<file path="config.mk">
export PLATFORM = sky130hd
export DESIGN_NAME = adc_seq_ctrl
export DESIGN_NICKNAME = d
export VERILOG_FILES = /design/src/rtl/adc_seq_pkg.sv /design/src/rtl/adc_seq_compare.sv /design/src/rtl/adc_seq_fifo.sv /design/src/rtl/adc_seq_conv_fsm.sv /design/src/rtl/adc_seq_regs.sv /design/src/rtl/adc_seq_ctrl.sv
export SDC_FILE = /design/constraint.sdc
export NUM_CORES = 1
export LEC_CHECK = 0
export BUFFER_PORTS_ARGS = -buffer_cell sky130_fd_sc_hd__buf_2
export CAP_MARGIN = 40
export CORE_ASPECT_RATIO = 2
export CORE_UTILIZATION = 40
export DETAILED_ROUTE_END_ITERATION = 12
export GPL_ROUTABILITY_DRIVEN = 1
export PLACE_DENSITY_LB_ADDON = 0.15
export SYNTH_ARGS = -nofsm -noshare
export SYNTH_HDL_FRONTEND = slang
export SYNTH_SLANG_ARGS = --single-unit
</file>
<file path="constraint.sdc">
create_clock -name clk -period 3.6 [get_ports clk]
set_input_delay 1.08 -clock clk [delete_from_list [all_inputs] [get_ports clk]]
set_output_delay 1.08 -clock clk [all_outputs]
set_load 0.1 [all_outputs]
</file>
<file path="src/rtl/adc_seq_pkg.sv">
package adc_seq_pkg;
   localparam int ST_ACTIVE = 7;
   localparam int ST_TRIG   = 6;
   localparam int ST_CMPEN  = 5;
   localparam int ST_CMPGE  = 4;
   localparam int ST_EMPTY  = 3;
   localparam int ST_FULL   = 2;

   typedef struct packed {
      logic trig_hw;
      logic cmp_en;
      logic cmp_ge;
   } adc_ctrl_t;

   typedef enum logic {
      CONV_IDLE = 1'b0,
      CONV_BUSY = 1'b1
   } conv_state_e;
endpackage

</file>
<file path="src/rtl/adc_seq_compare.sv">
module adc_seq_compare #(
   parameter int DATA_W      = 12,
   parameter bit HAS_COMPARE = 1'b1
) (
   input  logic              cmp_en,
   input  logic              cmp_ge,
   input  logic [DATA_W-1:0] cmp_value,
   input  logic [DATA_W-1:0] sample,
   output logic              pass
);
   if (DATA_W < 1) begin : g_bad_width
      $error("adc_seq_compare: DATA_W must be positive");
   end

   if (HAS_COMPARE) begin : g_cmp
      logic below;
      assign below = (sample < cmp_value);
      always_comb begin
         if (!cmp_en)      pass = 1'b1;
         else if (cmp_ge)  pass = ~below;
         else              pass = below;
      end
   end else begin : g_nocmp
      assign pass = 1'b1;
   end
endmodule

</file>
<file path="src/rtl/adc_seq_fifo.sv">
module adc_seq_fifo #(
   parameter int DATA_W = 12,
   parameter int DEPTH  = 4
) (
   input  logic              clk,
   input  logic              rst_n,
   input  logic              push,
   input  logic [DATA_W-1:0] push_data,
   input  logic              pop,
   output logic [DATA_W-1:0] head,
   output logic              empty,
   output logic              full
);
   localparam int PTR_W = (DEPTH > 1) ? $clog2(DEPTH) : 1;
   localparam int CNT_W = PTR_W + 1;

   if (DEPTH < 2 || (DEPTH & (DEPTH - 1)) != 0) begin : g_bad_depth
      $error("adc_seq_fifo: DEPTH must be a power of two, at least 2");
   end

   logic [DATA_W-1:0] store [DEPTH];
   logic [PTR_W-1:0]  wr_ptr, rd_ptr;
   logic [CNT_W-1:0]  count;
   logic              push_ok, pop_ok;

   assign empty   = (count == '0);
   assign full    = (count == CNT_W'(DEPTH));
   assign pop_ok  = pop & ~empty;
   assign push_ok = push & (~full | pop_ok);
   assign head    = store[rd_ptr];

   always_ff @(posedge clk) begin
      if (push_ok) store[wr_ptr] <= push_data;
   end

   always_ff @(posedge clk or negedge rst_n) begin
      if (!rst_n) begin
         wr_ptr <= '0;
         rd_ptr <= '0;
         count  <= '0;
      end else begin
         if (push_ok) wr_ptr <= wr_ptr + 1'b1;
         if (pop_ok)  rd_ptr <= rd_ptr + 1'b1;
         case ({push_ok, pop_ok})
            2'b10:   count <= count + 1'b1;
            2'b01:   count <= count - 1'b1;
            default: count <= count;
         endcase
      end
   end

   assert_no_overflow_R12: assert property (@(posedge clk) disable iff (!rst_n)
      (full && push && !pop) |=> (full && $stable(wr_ptr)));
   assert_no_underflow_R11: assert property (@(posedge clk) disable iff (!rst_n)
      (empty && pop && !push) |=> (empty && $stable(rd_ptr)));
   assert_count_bound_R11: assert property (@(posedge clk) disable iff (!rst_n)
      count <= CNT_W'(DEPTH));
endmodule

</file>
<file path="src/rtl/adc_seq_conv_fsm.sv">
module adc_seq_conv_fsm import adc_seq_pkg::*; (
   input  logic      clk,
   input  logic      rst_n,
   input  adc_ctrl_t ctrl,
   input  logic      chan_wr,
   input  logic      hw_trig,
   input  logic      conv_done,
   output logic      active,
   output logic      conv_start,
   output logic      conv_abort,
   output logic      result_take
);
   conv_state_e state;
   logic        trig_q, trig_rise;
   logic        start_sw, start_hw, start_any, abort_now;

   assign trig_rise   = hw_trig & ~trig_q;
   assign active      = (state == CONV_BUSY);
   assign start_sw    = chan_wr & ~ctrl.trig_hw & ~active;
   assign start_hw    = trig_rise & ctrl.trig_hw & ~active;
   assign start_any   = start_sw | start_hw;
   assign abort_now   = chan_wr & active;
   assign result_take = active & conv_done & ~abort_now;

   always_ff @(posedge clk or negedge rst_n) begin
      if (!rst_n) begin
         state      <= CONV_IDLE;
         trig_q     <= 1'b0;
         conv_start <= 1'b0;
         conv_abort <= 1'b0;
      end else begin
         trig_q     <= hw_trig;
         conv_start <= start_any;
         conv_abort <= abort_now;
         if (start_any)                      state <= CONV_BUSY;
         else if (abort_now || result_take)  state <= CONV_IDLE;
      end
   end

   assert_start_when_busy_R3: assert property (@(posedge clk) disable iff (!rst_n)
      conv_start |-> active);
   assert_hw_mode_write_R4: assert property (@(posedge clk) disable iff (!rst_n)
      (ctrl.trig_hw && chan_wr && !active && !trig_rise) |=> !conv_start);
   assert_busy_no_restart_R5: assert property (@(posedge clk) disable iff (!rst_n)
      active |=> !conv_start);
   assert_done_to_idle_R6: assert property (@(posedge clk) disable iff (!rst_n)
      (active && conv_done && !chan_wr) |=> !active);
   assert_abort_to_idle_R7: assert property (@(posedge clk) disable iff (!rst_n)
      (active && chan_wr) |=> (!active && conv_abort));
endmodule

</file>
<file path="src/rtl/adc_seq_regs.sv">
module adc_seq_regs import adc_seq_pkg::*; #(
   parameter int         DATA_W    = 12,
   parameter int         CHAN_W    = 5,
   parameter logic [7:0] CHAN_ADDR = 8'h10,
   parameter logic [7:0] STAT_ADDR = 8'h11,
   parameter logic [7:0] CMPH_ADDR = 8'h13,
   parameter logic [7:0] CMPL_ADDR = 8'h14,
   parameter logic [7:0] RESH_ADDR = 8'h15,
   parameter logic [7:0] RESL_ADDR = 8'h16
) (
   input  logic              clk,
   input  logic              rst_n,
   input  logic [7:0]        bus_addr,
   input  logic [7:0]        bus_wdata,
   input  logic              bus_wr,
   input  logic              bus_rd,
   output logic [7:0]        bus_rdata,
   input  logic              active,
   input  logic              fifo_empty,
   input  logic              fifo_full,
   input  logic [DATA_W-1:0] fifo_head,
   output adc_ctrl_t         ctrl,
   output logic [DATA_W-1:0] cmp_value,
   output logic [CHAN_W-1:0] chan,
   output logic              chan_wr,
   output logic              pop_req
);
   localparam int HI_W  = DATA_W - 8;
   localparam int PAD_W = 16 - DATA_W;

   if (DATA_W < 9 || DATA_W > 16) begin : g_bad_width
      $error("adc_seq_regs: DATA_W must lie in 9..16");
   end
   if (CHAN_W < 1 || CHAN_W > 8) begin : g_bad_chan
      $error("adc_seq_regs: CHAN_W must lie in 1..8");
   end

   logic [7:0] status_byte;

   assign chan_wr = bus_wr & (bus_addr == CHAN_ADDR);
   assign pop_req = bus_rd & (bus_addr == RESL_ADDR);

   always_ff @(posedge clk or negedge rst_n) begin
      if (!rst_n) begin
         ctrl      <= '0;
         cmp_value <= '0;
         chan      <= '0;
      end else if (bus_wr) begin
         if (bus_addr == STAT_ADDR) begin
            ctrl.trig_hw <= bus_wdata[ST_TRIG];
            ctrl.cmp_en  <= bus_wdata[ST_CMPEN];
            ctrl.cmp_ge  <= bus_wdata[ST_CMPGE];
         end
         if (bus_addr == CMPH_ADDR) cmp_value[DATA_W-1:8] <= bus_wdata[HI_W-1:0];
         if (bus_addr == CMPL_ADDR) cmp_value[7:0]        <= bus_wdata;
         if (chan_wr)               chan                  <= bus_wdata[CHAN_W-1:0];
      end
   end

   always_comb begin
      status_byte            = '0;
      status_byte[ST_ACTIVE] = active;
      status_byte[ST_TRIG]   = ctrl.trig_hw;
      status_byte[ST_CMPEN]  = ctrl.cmp_en;
      status_byte[ST_CMPGE]  = ctrl.cmp_ge;
      status_byte[ST_EMPTY]  = fifo_empty;
      status_byte[ST_FULL]   = fifo_full;
   end

   always_comb begin
      case (bus_addr)
         CHAN_ADDR: bus_rdata = 8'(chan);
         STAT_ADDR: bus_rdata = status_byte;
         CMPH_ADDR: bus_rdata = {{PAD_W{1'b0}}, cmp_value[DATA_W-1:8]};
         CMPL_ADDR: bus_rdata = cmp_value[7:0];
         RESH_ADDR: bus_rdata = {{PAD_W{1'b0}}, fifo_head[DATA_W-1:8]};
         RESL_ADDR: bus_rdata = fifo_head[7:0];
         default:   bus_rdata = 8'h00;
      endcase
   end

   assert_ctrl_write_R2: assert property (@(posedge clk) disable iff (!rst_n)
      (bus_wr && bus_addr == STAT_ADDR) |=> (ctrl == $past(bus_wdata[6:4])));
endmodule

</file>
<file path="src/rtl/adc_seq_ctrl.sv">
module adc_seq_ctrl import adc_seq_pkg::*; #(
   parameter int DATA_W      = 12,
   parameter int CHAN_W      = 5,
   parameter int FIFO_DEPTH  = 4,
   parameter bit HAS_COMPARE = 1'b1
) (
   input  logic              clk,
   input  logic              rst_n,
   input  logic [7:0]        bus_addr,
   input  logic [7:0]        bus_wdata,
   input  logic              bus_wr,
   input  logic              bus_rd,
   output logic [7:0]        bus_rdata,
   input  logic              hw_trig,
   output logic              conv_start,
   output logic              conv_abort,
   output logic [CHAN_W-1:0] conv_chan,
   input  logic              conv_done,
   input  logic [DATA_W-1:0] conv_result
);
   adc_ctrl_t         ctrl;
   logic [DATA_W-1:0] cmp_value, fifo_head;
   logic              chan_wr, pop_req, active, result_take, cmp_pass;
   logic              fifo_push, fifo_empty, fifo_full;

   adc_seq_regs #(.DATA_W(DATA_W), .CHAN_W(CHAN_W)) u_regs (
      .clk(clk), .rst_n(rst_n),
      .bus_addr(bus_addr), .bus_wdata(bus_wdata), .bus_wr(bus_wr),
      .bus_rd(bus_rd), .bus_rdata(bus_rdata),
      .active(active), .fifo_empty(fifo_empty), .fifo_full(fifo_full),
      .fifo_head(fifo_head), .ctrl(ctrl), .cmp_value(cmp_value),
      .chan(conv_chan), .chan_wr(chan_wr), .pop_req(pop_req)
   );

   adc_seq_conv_fsm u_fsm (
      .clk(clk), .rst_n(rst_n), .ctrl(ctrl), .chan_wr(chan_wr),
      .hw_trig(hw_trig), .conv_done(conv_done), .active(active),
      .conv_start(conv_start), .conv_abort(conv_abort),
      .result_take(result_take)
   );

   adc_seq_compare #(.DATA_W(DATA_W), .HAS_COMPARE(HAS_COMPARE)) u_cmp (
      .cmp_en(ctrl.cmp_en), .cmp_ge(ctrl.cmp_ge), .cmp_value(cmp_value),
      .sample(conv_result), .pass(cmp_pass)
   );

   assign fifo_push = result_take & cmp_pass;

   adc_seq_fifo #(.DATA_W(DATA_W), .DEPTH(FIFO_DEPTH)) u_fifo (
      .clk(clk), .rst_n(rst_n), .push(fifo_push), .push_data(conv_result),
      .pop(pop_req), .head(fifo_head), .empty(fifo_empty), .full(fifo_full)
   );

   assert_push_needs_done_R6: assert property (@(posedge clk) disable iff (!rst_n)
      fifo_push |-> (conv_done && active));
   assert_cmp_off_takes_all_R8: assert property (@(posedge clk) disable iff (!rst_n)
      (result_take && !ctrl.cmp_en) |-> fifo_push);
endmodule

</file>
==> impl_table.tex, run 1 <==
\begin{tabular}{lr}
\hline
Metric & Value \\
\hline
\multicolumn{2}{l}{\textbf{Status}} \\
\quad Status & complete, but fails checks \\
\quad Violations in the final reports & negative setup slack \\
\multicolumn{2}{l}{\textbf{Synth}} \\
\quad Cell count after synthesis & 240 \\
\quad Register area share after synthesis & 0.6094 \\
\quad Post-synth EDFFs & 48 \\
\quad Top\_reg\_cell synth & sky130\_fd\_sc\_hd\_\_edfxtp\_1 \\
\quad Mapped cell area & approximately 3600 um\^{}2 \\
\quad Netlist cell types & 51 \\
\quad Share of flip-flops with an asynchronous set or reset & 0.3924 \\
\quad Synth warnings & 0 \\
\quad Average cell area after synthesis & about 15 um\^{}2 \\
\quad Net count of the mapped netlist & 290 \\
\quad Number of synthesized register bits & 79 \\
\multicolumn{2}{l}{\textbf{Place}} \\
\quad Cell count after placement & slightly above 400 \\
\quad Final weighted congestion in routability-driven placement & approximately 0.8 \\
\quad Final HPWL from detailed placement & approximately 6 mm \\
\quad Worst-case setup slack after placement & -0.2399 ns \\
\quad Count of buffers from port buffering & 48 \\
\multicolumn{2}{l}{\textbf{Global routing}} \\
\quad GRT Total Usage & 0.1833 \\
\quad Pin count of the biggest net entering global routing & 32 \\
\quad Vias in the first global route & around 2500 \\
\quad Wire length of the first global-routing pass & approximately 13 mm \\
\quad Initial antenna violation count & 0 \\
\quad Global route overflow & 0 \\
\multicolumn{2}{l}{\textbf{Min path}} \\
\quad Tightest Hold Check Type & reg -> reg \\
\multicolumn{2}{l}{\textbf{Finish}} \\
\quad N\_diodes & 0 \\
\quad Multi-input combinational cell area & between 1500 and 2000 um\^{}2 \\
\quad Area overhead of the layout relative to synthesis & 34.04\% \\
\quad Ratio of cells with drive above 1 in the final layout & 0.4576 \\
\quad Cell Count, Final, Fillers Out & 430 \\
\quad Most common library cell in the layout ignoring fill and taps & sky130\_fd\_sc\_hd\_\_edfxtp\_1 \\
\quad Nets@finish & about 380 \\
\quad FF+latch area & about 2200 um\^{}2 \\
\quad Commonest cells after routing, fill and taps aside & 48 x sky130\_fd\_sc\_hd\_\_edfxtp\_1, 39 x sky130\_fd\_sc\_hd\_\_buf\_2, 31 x sky130\_fd\_sc\_hd\_\_dfrtp\_1, 26 x sky130\_fd\_sc\_hd\_\_buf\_4 \\
\quad Fill cells & 736 \\
\multicolumn{2}{l}{\textbf{Clocking}} \\
\quad CTS Buf Count & 9 \\
\quad Number of H-tree branching levels & 3 \\
\quad CTS root buffer & sky130\_fd\_sc\_hd\_\_clkbuf\_16 \\
\quad Clock latency on the worst-skew pair & 0.33 ns \\
\quad Clock transition at the register clock pins on the worst setup and hold paths after CTS & 0.06 ns \\
\quad Max Buffers Root-to-Sink & 2 \\
\quad Clock tree from TritonCTS & done \\
\quad CTS sink cnt & 79 \\
\multicolumn{2}{l}{\textbf{Route}} \\
\quad Violation count after the first detailed-route iteration & 104 \\
\quad Number of detailed-routing iterations run before antenna repair & 4 \\
\quad Via count & between 2000 and 2500 \\
\quad DRC errors left & 0 \\
\quad Post-detailed-route via-to-cell ratio & between 5 and 6 \\
\quad Final WL & 7.976 mm \\
\quad Routed len/inst & between 15 and 20 um \\
\quad ANT nets after route & 0 \\
\multicolumn{2}{l}{\textbf{Critical path}} \\
\quad Worst-path maximum fanout & 8 \\
\quad Startpoint types & input pin \\
\quad Series of cell instances along the critical path & buf\_6, or4b\_4, nor4b\_2, buf\_4, a222oi\_1, o211ai\_1, buf\_12 \\
\quad Worst EP arrival & 2.72 ns \\
\quad Critical path start-end classification & in -> out \\
\quad Worst endpoint required time & 2.52 ns \\
\quad Largest stage delay on the critical path & approximately 0.57 ns \\
\quad Kind of capture point of the worst setup path & output pin \\
\quad Slowest-stage cell, CP & sky130\_fd\_sc\_hd\_\_or4b\_4 \\
\multicolumn{2}{l}{\textbf{Floorplan}} \\
\quad Die width & slightly below 70 um \\
\quad Count of boundary I/O pins & between 40 and 50 \\
\quad Area of the core & a little under 9000 um\^{}2 \\
\quad Effective utilization at floorplan & 0.4178 \\
\quad Chip height & 136.9 um \\
\quad Die area & around 9500 um\^{}2 \\
\quad Num rows & between 40 and 50 \\
\multicolumn{2}{l}{\textbf{STA}} \\
\quad PnR worst setup slack & -0.2000 ns \\
\quad Hold violation total from the final report & 0 \\
\quad Worst Skew & roughly 0.006 ns \\
\quad Worst slew pin tran & roughly 0.75 ns \\
\quad Final TNS setup & -1.424 ns \\
\quad Final period util & 1.056 \\
\quad Tmin final & approximately 3.8 ns \\
\quad Setup violations, final & 8 \\
\quad Max-slew violations & 0 \\
\quad Highest clock rate & about 0.26 GHz \\
\quad Worst-case headroom to the max-slew limit & 0.4971 \\
\quad RSZ-0062 raised after global routing & true \\
\multicolumn{2}{l}{\textbf{Flow run}} \\
\quad Number of maximum-capacitance violations & 0 \\
\multicolumn{2}{l}{\textbf{Pwr}} \\
\quad Pwr/cell area & between 400 and 500 nW/um\^{}2 \\
\quad Cell leakage power & approximately 2.1 nW \\
\quad Peak ir drop on the vdd network & $\sim$0.26 mV \\
\hline
\end{tabular}
-- area by class of cell --
cell class              count  share of cell area
flip-flops and latches     79              0.4546
multi-input cells         141              0.3081
repair buffers             80              0.1362
clock buffers              11             0.04772
well taps                 100             0.02565
clock inverters             5             0.01693
inverters                  14             0.01077
-- synth_stat cells, types with 2 or more instances --
master,number,area (um^2)
sky130_fd_sc_hd__nand2b_1,2,12.51
sky130_fd_sc_hd__mux4_2,12,270.3
sky130_fd_sc_hd__clkbuf_1,3,11.26
sky130_fd_sc_hd__nand3_1,5,25.02
sky130_fd_sc_hd__and3_1,4,25.02
sky130_fd_sc_hd__or3_1,3,18.77
sky130_fd_sc_hd__nand2_1,17,63.81
sky130_fd_sc_hd__a21oi_1,2,10.01
sky130_fd_sc_hd__and2_1,4,25.02
sky130_fd_sc_hd__mux2_2,15,168.9
sky130_fd_sc_hd__nor2_1,7,26.28
sky130_fd_sc_hd__mux2_1,6,67.56
sky130_fd_sc_hd__xnor2_1,4,35.03
sky130_fd_sc_hd__a222oi_1,2,20.02
sky130_fd_sc_hd__nor3_1,2,10.01
sky130_fd_sc_hd__a22oi_1,9,67.56
sky130_fd_sc_hd__o21ai_0,2,10.01
sky130_fd_sc_hd__nor3b_1,2,15.01
sky130_fd_sc_hd__a221o_1,2,20.02
sky130_fd_sc_hd__ha_1,15,187.7
sky130_fd_sc_hd__inv_1,14,52.55
sky130_fd_sc_hd__edfxtp_1,48,1441
sky130_fd_sc_hd__nand4_1,2,12.51
sky130_fd_sc_hd__dfrtp_1,31,775.7
-- where the power goes --
group / total [mW] / switching [mW] / internal (mW)
sequential: 1.03 / 0.0369 / 0.997
combinational: 0.207 / 0.121 / 0.0855
clock: 0.961 / 0.352 / 0.609
total: 2.20 / 0.510 / 1.69
-- cell families after synthesis --
kind of cell	Yosys count	share of synthesized area
DFF	79	0.6094
and+or+nand+nor	59	0.09594
muxes	36	0.1499
AOI/OAI and AO/OA	25	0.05365
buffers and inverters	20	0.02201
adders and majority gates	16	0.05708
xor gates and xnor gates	5	0.01204
-- metrics by stage --
step / util / hold slack (ns) / power (mW) / instance area [um^2]
after global placement: 0.5171 / 0.5054 / 1.248 / 4503
after floorplan: - / 0.4851 / 1.160 / 3774
after detailed placement: 0.5171 / 0.5150 / 1.255 / 4503
final: 0.5601 / 0.5220 / 2.202 / 4877
after global routing: 0.5601 / 0.5427 / 2.278 / 4877
after CTS: 0.5586 / 0.5255 / 2.223 / 4865
-- registers in the layout, indices dropped and copies added, names as in the netlist --
name              cells
u_fifo.store         48
u_fsm.conv_start      1
u_regs.chan           5
u_regs.cmp_value     12
u_fifo.rd_ptr         2
u_regs.ctrl           3
u_fifo.wr_ptr         2
u_fsm.active          1
u_fsm.trig_q          1
u_fifo.count          3
u_fsm.conv_abort      1
-- worst max-delay path, delay by kind of cell --
| family | cells | cell delay (ns) |
|---|---|---|
| AND/OR/NAND/NOR | 2 | 0.85 |
| AO/OA/AOI/OAI | 2 | 0.26 |
| buffers and inverters | 3 | 0.53 |
-- worst paths after layout --
path / slack [ns] / cells after the start / from / end
max in group asynchronous: 2.30 / 1 / rst_n / u_regs.cmp_value[2]
max reg2reg: 0.64 / 12 / u_regs.cmp_value[11] / u_fifo.count[2]
min in group asynchronous: 0.81 / 1 / rst_n / u_regs.cmp_value[6]
max: -0.20 / 7 / bus_addr[6] / bus_rdata[3]
min: 0.52 / 2 / u_fsm.trig_q / u_fsm.conv_start
min reg2reg: 0.52 / 2 / u_fsm.trig_q / u_fsm.conv_start
-- per-layer routing --
| layer | track usage | part of all wire | up-vias |
|---|---|---|---|
| met4 | 0.08844 | 0.024 | 0 |
| met5 | 0 | 0 | - |
| li1 | - | - | 1084 |
| met1 | 0.2037 | 0.39 | 1175 |
| met2 | 0.3371 | 0.56 | 50 |
| met3 | 0.02872 | 0.028 | 13 |
-- repair_timing --
item                       CTS  global route
gates cloned                 0             0
resized for setup            9             1
setup endpoints to repair    8             8
buffers inserted             1             1
hold buffers                 0             0
pin swaps                    4             1
Note: power is estimated with default switching activity, not from simulation.
==> run 2, diff against run 1 <==
--- a/config.mk
+++ b/config.mk
@@ -7,8 +7,10 @@
 export LEC_CHECK = 0
 export BUFFER_PORTS_ARGS = -buffer_cell sky130_fd_sc_hd__buf_2
 export CAP_MARGIN = 40
+export CELL_PAD_IN_SITES_DETAIL_PLACEMENT = 1
+export CELL_PAD_IN_SITES_GLOBAL_PLACEMENT = 2
 export CORE_ASPECT_RATIO = 2
-export CORE_UTILIZATION = 40
+export CORE_UTILIZATION = 37
 export DETAILED_ROUTE_END_ITERATION = 12
 export GPL_ROUTABILITY_DRIVEN = 1
 export PLACE_DENSITY_LB_ADDON = 0.15
==> impl_table.tex, run 2 (synthesized netlist as in run 1, its figures left out) <==
\begin{tabular}{lr}
\hline
Metric & Value \\
\hline
\multicolumn{2}{l}{\textbf{Status}} \\
\quad Status & complete, but fails checks \\
\quad Violations in the final reports & negative setup slack \\
\multicolumn{2}{l}{\textbf{Finish}} \\
\quad Fin area & 4860 um\^{}2 \\
\quad Most common library cell in the layout ignoring fill and taps & sky130\_fd\_sc\_hd\_\_edfxtp\_1 \\
\quad Nets@finish & about 370 \\
\quad N\_diodes & 0 \\
\quad Ratio of cells with drive above 1 in the final layout & 0.4620 \\
\quad Leading registers by flop count & u\_fifo.store x48, u\_regs.cmp\_value x12, u\_regs.chan x5 \\
\quad Largest register by flop count & u\_fifo.store \\
\quad Number of flip-flops in the largest register & 48 \\
\quad Area overhead of the layout relative to synthesis & 33.56\% \\
\quad Commonest cells after routing, fill and taps aside & 48 x sky130\_fd\_sc\_hd\_\_edfxtp\_1, 39 x sky130\_fd\_sc\_hd\_\_buf\_2, 31 x sky130\_fd\_sc\_hd\_\_dfrtp\_1, 27 x sky130\_fd\_sc\_hd\_\_buf\_4 \\
\multicolumn{2}{l}{\textbf{Clocking}} \\
\quad Number of H-tree branching levels & 3 \\
\quad CTS sink cnt & 79 \\
\quad Number of hold buffers added after cts & 0 \\
\quad Clock latency on the worst-skew pair & $\sim$0.34 ns \\
\quad Clock tree from TritonCTS & done \\
\quad Max Buffers Root-to-Sink & 2 \\
\quad CTS Buf Count & 9 \\
\quad CTS root buffer & sky130\_fd\_sc\_hd\_\_clkbuf\_16 \\
\quad Clock transition at the register clock pins on the worst setup and hold paths after CTS & about 0.060 ns \\
\multicolumn{2}{l}{\textbf{Place}} \\
\quad Count of buffers from port buffering & 48 \\
\quad Post-DP Area & 4508 um\^{}2 \\
\quad Final weighted congestion in routability-driven placement & 0.7887 \\
\quad Final HPWL from detailed placement & 7.329 mm \\
\multicolumn{2}{l}{\textbf{Route}} \\
\quad Final WL & between 9 and 10 mm \\
\quad Violation count after the first detailed-route iteration & 87 \\
\quad Routed len/inst & between 15 and 20 um \\
\quad Number of detailed-routing iterations run before antenna repair & 4 \\
\quad ANT nets after route & 0 \\
\quad Post-detailed-route via-to-cell ratio & just over 5 \\
\quad DRC errors left & 0 \\
\quad Via count & approximately 2300 \\
\multicolumn{2}{l}{\textbf{Critical path}} \\
\quad Kind of capture point of the worst setup path & output pin \\
\quad Worst Reg2Reg Path Length in Cells & 12 \\
\quad Startpoint types & input pin \\
\quad Largest stage delay on the critical path & just under 0.6 ns \\
\quad Worst endpoint required time & 2.52 ns \\
\quad Worst EP arrival & about 2.8 ns \\
\quad Worst-path maximum fanout & 8 \\
\quad Critical path start-end classification & in -> out \\
\quad Slowest-stage cell, CP & sky130\_fd\_sc\_hd\_\_or4b\_4 \\
\quad Series of cell instances along the critical path & buf\_6, or4b\_4, nor4b\_2, buf\_4, a222oi\_1, o211ai\_1, buf\_12 \\
\multicolumn{2}{l}{\textbf{Global routing}} \\
\quad Vias in the first global route & approximately 2600 \\
\quad Global route overflow & 0 \\
\quad GRT Total Usage & 0.1963 \\
\quad Wire length of the first global-routing pass & between 10 and 15 mm \\
\quad Pin count of the biggest net entering global routing & 32 \\
\quad Initial antenna violation count & 0 \\
\multicolumn{2}{l}{\textbf{Pwr}} \\
\quad Net switching fraction of the power & 0.2481 \\
\quad Fraction of power consumed by combinational cells & 0.093 \\
\quad Power dissipated by switching net loads & 0.5371 mW \\
\quad Clock share of power & 0.430 \\
\quad Peak ir drop on the vdd network & roughly 0.44 mV \\
\quad Flop pwr share & 0.477 \\
\quad Cell leakage power & a little over 2 nW \\
\quad Pint & between 1.5 and 2 mW \\
\quad Pwr/cell area & roughly 450 nW/um\^{}2 \\
\multicolumn{2}{l}{\textbf{STA}} \\
\quad RSZ-0062 raised after global routing & true \\
\quad Highest clock rate & $\sim$0.26 GHz \\
\quad Setup violations, final & 8 \\
\quad Worst-case headroom to the max-slew limit & 0.4928 \\
\quad Tmin final & $\sim$3.8 ns \\
\quad Worst Skew & around 0.0055 ns \\
\quad Final period util & 1.068 \\
\quad Hold violation total from the final report & 0 \\
\quad PnR worst setup slack & -0.2458 ns \\
\quad Max-slew violations & 0 \\
\quad Final TNS setup & -1.619 ns \\
\quad Worst slew pin tran & $\sim$0.76 ns \\
\multicolumn{2}{l}{\textbf{Floorplan}} \\
\quad Count of boundary I/O pins & around 50 \\
\quad Die area & 10260 um\^{}2 \\
\quad Die width & $\sim$72 um \\
\quad Effective utilization at floorplan & 0.3852 \\
\quad Num rows & 50 \\
\quad Chip height & about 140 um \\
\quad Area of the core & between 9000 and 10000 um\^{}2 \\
\multicolumn{2}{l}{\textbf{Flow run}} \\
\quad Number of maximum-capacitance violations & 0 \\
\multicolumn{2}{l}{\textbf{Min path}} \\
\quad Worst hold path stage count & 2 \\
\quad Tightest Hold Check Type & reg -> reg \\
\hline
\end{tabular}
## run 2: path summary, 6_finish.rpt
kind | start | to | slack, ns
min | u_fsm.trig_q | u_fsm.conv_start | 0.52
min in group asynchronous | rst_n | u_regs.chan[2] | 0.80
max in group asynchronous | rst_n | u_fsm.trig_q | 2.31
max | bus_addr[6] | bus_rdata[3] | -0.25
max reg2reg | u_regs.cmp_value[11] | u_fifo.count[2] | 0.65
min reg2reg | u_fsm.trig_q | u_fsm.conv_start | 0.52
## run 2: timing repair
item                                    CTS  global route
gates resized for setup                   8             0
buffers inserted                          2             0
pin swaps                                 5             0
endpoints found under the setup margin    8             8
## run 2: final cells by class
| type | count | area, um^2 |
|---|---|---|
| clock inverters | 7 | 80.08 |
| fillers | 932 | 4587 |
| clock buffers | 9 | 225.2 |
| well taps | 130 | 162.7 |
| multi-input cells | 141 | 1490 |
| repair buffers | 79 | 631.9 |
| flip-flops and latches | 79 | 2217 |
| inverters | 14 | 52.55 |
## run 2: layer usage
layer | share of wire | global-route usage | up-vias
li1 | - | - | 1082
met1 | 0.37 | 0.2125 | 1184
met2 | 0.59 | 0.3674 | 49
met3 | 0.028 | 0.03754 | 11
met4 | 0.017 | 0.07121 | 0
met5 | 0 | 0 | -
## run 2: power groups by stage
stage                     clock, mW  sequential (mW)  combinational, mW
after CTS                     0.954             1.03              0.207
after detailed placement          0             1.05              0.204
after global placement            0             1.05              0.195
after floorplan                   0             1.06             0.0982
after global routing          0.990             1.04              0.229
final                         0.931             1.03              0.201
## run 2: critical path: cells and delay by family
| family | cells | cell delay [ns] |
|---|---|---|
| and+or+nand+nor | 2 | 0.86 |
| AOI/OAI and AO/OA | 2 | 0.29 |
| buffers and inverters | 3 | 0.52 |
## run 2: stage by stage
step                      cells  total power [mW]  utilization  hold WS [ns]  worst slack (ns)
after global placement      441             1.246       0.4772        0.5103           -0.2922
after detailed placement    441             1.256       0.4772        0.5180           -0.3126
final                       459             2.165       0.5144        0.5197           -0.2458
after floorplan             240             1.160            -        0.4851            -1.098
after global routing        459             2.257       0.5144        0.5564           -0.3062
after CTS                   459             2.194       0.5144        0.5277           -0.2586
==> run 3, diff against run 2 <==
--- a/config.mk
+++ b/config.mk
@@ -12,8 +12,9 @@
 export CORE_ASPECT_RATIO = 2
 export CORE_UTILIZATION = 37
 export DETAILED_ROUTE_END_ITERATION = 12
-export GPL_ROUTABILITY_DRIVEN = 1
+export GPL_ROUTABILITY_DRIVEN = 0
 export PLACE_DENSITY_LB_ADDON = 0.15
+export RECOVER_POWER = 50
 export SYNTH_ARGS = -nofsm -noshare
 export SYNTH_HDL_FRONTEND = slang
 export SYNTH_SLANG_ARGS = --single-unit
==> impl_table.tex, run 3 (synthesized netlist as in run 1, its figures left out) <==
\begin{tabular}{lr}
\hline
Metric & Value \\
\hline
\multicolumn{2}{l}{\textbf{STA}} \\
\quad RSZ-0062 raised after global routing & true \\
\quad Worst-case hold slack & around 0.52 ns \\
\quad Max-slew violations & 32 \\
\quad Highest clock rate & 0.2600 GHz \\
\quad Worst-case headroom to the max-slew limit & -0.2202 \\
\quad Worst slew pin tran & around 1.8 ns \\
\quad PnR worst setup slack & -0.2458 ns \\
\quad Setup violations, final & 8 \\
\quad Final period util & 1.068 \\
\quad Worst Skew & approximately 0.0053 ns \\
\quad Hold violation total from the final report & 0 \\
\quad Tmin final & around 3.8 ns \\
\multicolumn{2}{l}{\textbf{Floorplan}} \\
\quad Effective utilization at floorplan & 0.3852 \\
\quad Die area & $\sim$10000 um\^{}2 \\
\quad Die width & just over 70 um \\
\quad Area of the core & 9447 um\^{}2 \\
\quad Chip height & roughly 140 um \\
\quad Count of boundary I/O pins & 49 \\
\quad Num rows & 50 \\
\multicolumn{2}{l}{\textbf{Finish}} \\
\quad Most common library cell in the layout ignoring fill and taps & sky130\_fd\_sc\_hd\_\_edfxtp\_1 \\
\quad Fill cells & 940 \\
\quad Commonest cells after routing, fill and taps aside & 48 x sky130\_fd\_sc\_hd\_\_edfxtp\_1, 31 x sky130\_fd\_sc\_hd\_\_dfrtp\_1, 25 x sky130\_fd\_sc\_hd\_\_buf\_2, 22 x sky130\_fd\_sc\_hd\_\_buf\_4, 19 x sky130\_fd\_sc\_hd\_\_clkbuf\_1 \\
\quad Area overhead of the layout relative to synthesis & 32.57\% \\
\quad Leading registers by flop count & u\_fifo.store x48, u\_regs.cmp\_value x12, u\_regs.chan x5 \\
\quad Ratio of cells with drive above 1 in the final layout & 0.4043 \\
\quad End-of-flow core utilization & 0.5106 \\
\quad Nets@finish & around 370 \\
\quad Fin area & a little under 5000 um\^{}2 \\
\quad Largest register by flop count & u\_fifo.store \\
\quad Multi-input combinational cell area & 1490 um\^{}2 \\
\quad N\_diodes & 0 \\
\quad FF+latch area & between 2000 and 2500 um\^{}2 \\
\quad Cell Count, Final, Fillers Out & 459 \\
\quad Number of flip-flops in the largest register & between 40 and 50 \\
\multicolumn{2}{l}{\textbf{Critical path}} \\
\quad Startpoint of the worst-slack reg-to-reg timing path & u\_regs.cmp\_value[11] \\
\quad Startpoint types & input pin \\
\quad Kind of capture point of the worst setup path & output pin \\
\quad Worst endpoint required time & between 2 and 3 ns \\
\quad Worst EP arrival & about 2.8 ns \\
\quad Reg2reg setup slack & roughly 0.65 ns \\
\quad R2R Path End & u\_fifo.count[2] \\
\quad Critical path start-end classification & in -> out \\
\quad Worst-path maximum fanout & 8 \\
\quad Worst Reg2Reg Path Length in Cells & 12 \\
\multicolumn{2}{l}{\textbf{Flow run}} \\
\quad Number of maximum-capacitance violations & 1 \\
\multicolumn{2}{l}{\textbf{Status}} \\
\quad Violations in the final reports & max-capacitance violations, max-slew violations, negative setup slack \\
\quad Status & complete, but fails checks \\
\multicolumn{2}{l}{\textbf{Clocking}} \\
\quad Clock latency on the worst-skew pair & about 0.34 ns \\
\quad Number of hold buffers added after cts & 0 \\
\quad Clock transition at the register clock pins on the worst setup and hold paths after CTS & around 0.060 ns \\
\quad CTS root buffer & sky130\_fd\_sc\_hd\_\_clkbuf\_16 \\
\quad Max Buffers Root-to-Sink & 2 \\
\quad Number of H-tree branching levels & 3 \\
\quad Clock tree from TritonCTS & done \\
\quad CTS sink cnt & 79 \\
\quad CTS Buf Count & 9 \\
\multicolumn{2}{l}{\textbf{Route}} \\
\quad Via count & 2336 \\
\quad Number of detailed-routing iterations run before antenna repair & 4 \\
\quad Violation count after the first detailed-route iteration & 84 \\
\quad Final WL & 9.068 mm \\
\quad ANT nets after route & 0 \\
\quad Post-detailed-route via-to-cell ratio & between 5 and 6 \\
\quad DRC errors left & 0 \\
\quad Routed len/inst & a little under 20 um \\
\multicolumn{2}{l}{\textbf{Min path}} \\
\quad Tightest Hold Check Type & reg -> reg \\
\quad Hold Path Sink & u\_fsm.conv\_start \\
\quad Worst hold path stage count & 2 \\
\quad HP Start & u\_fsm.trig\_q \\
\multicolumn{2}{l}{\textbf{Pwr}} \\
\quad Peak ir drop on the vdd network & about 0.44 mV \\
\quad Pwr/cell area & between 400 and 500 nW/um\^{}2 \\
\quad Cell leakage power & 1.961 nW \\
\multicolumn{2}{l}{\textbf{Global routing}} \\
\quad GRT Total Usage & 0.1963 \\
\quad Wire length of the first global-routing pass & approximately 14 mm \\
\quad Initial antenna violation count & 0 \\
\quad Pin count of the biggest net entering global routing & 32 \\
\quad Vias in the first global route & approximately 2600 \\
\quad Global route overflow & 0 \\
\multicolumn{2}{l}{\textbf{Place}} \\
\quad Final HPWL from detailed placement & about 7.3 mm \\
\quad Cell count after placement & around 440 \\
\quad Worst-case setup slack after placement & -0.3126 ns \\
\quad Post-DP Area & 4508 um\^{}2 \\
\quad Count of buffers from port buffering & 48 \\
\hline
\end{tabular}
==> run 3: changes by cell type in the layout (fill, tap and decap cells not counted) <==
cell                       delta
sky130_fd_sc_hd__buf_4        -5
sky130_fd_sc_hd__buf_2       -14
sky130_fd_sc_hd__clkbuf_1    +19
==> run 3: critical path: stages <==
cell                       delay (ns)
sky130_fd_sc_hd__buf_6           0.09
sky130_fd_sc_hd__or4b_4          0.59
sky130_fd_sc_hd__nor4b_2         0.27
sky130_fd_sc_hd__buf_4           0.21
sky130_fd_sc_hd__a222oi_1        0.11
sky130_fd_sc_hd__o211ai_1        0.18
sky130_fd_sc_hd__buf_12          0.22
==> run 3: what timing repair did <==
item | 4_1_cts | 5_1_grt
pin swaps | 5 | 0
setup buffers | 2 | 0
setup endpoints to repair | 8 | 8
resized for setup | 8 | 0
==> run 3: per-layer routing <==
| metal | track usage | up-vias | share of wire | routed length [um] |
|---|---|---|---|---|
| li1 | - | 1084 | - | - |
| met1 | 0.2125 | 1192 | 0.37 | 3356 |
| met2 | 0.3674 | 49 | 0.58 | 5302 |
| met3 | 0.03754 | 11 | 0.028 | 255 |
| met4 | 0.07121 | 0 | 0.017 | 154 |
| met5 | 0 | - | 0 | 0 |
==> run 3: report_power, final <==
part           switching, mW  internal (mW)  total (mW)
clock                  0.385          0.546       0.931
combinational          0.117         0.0799       0.197
sequential            0.0357          0.997        1.03
==> run 3: how the worst max path moves through the flow <==
| stage | from | to |
|---|---|---|
| after floorplan | bus_addr[5] | bus_rdata[3] |
| after global placement | bus_addr[5] | bus_rdata[4] |
| after detailed placement | bus_addr[5] | bus_rdata[4] |
| after CTS | bus_addr[6] | bus_rdata[4] |
| after global routing | bus_addr[6] | bus_rdata[4] |
| final | bus_addr[6] | bus_rdata[3] |
==> run 3: through the flow <==
step	power, mW	setup TNS (ns)
after floorplan	1.160	-1.647
after global placement	1.246	-4.187
after detailed placement	1.256	-6.156
after CTS	2.194	-1.758
after global routing	2.252	-2.082
final	2.161	-1.619
==> run 3: final cells by class <==
type | instances | area share
Multi-Input combinational cell | 141 | 0.3089
Sequential cell | 79 | 0.4597
Clock inverter | 7 | 0.01660
Tap cell | 130 | 0.03372
Inverter | 14 | 0.01089
Clock buffer | 9 | 0.04669
Timing Repair Buffer | 79 | 0.1235
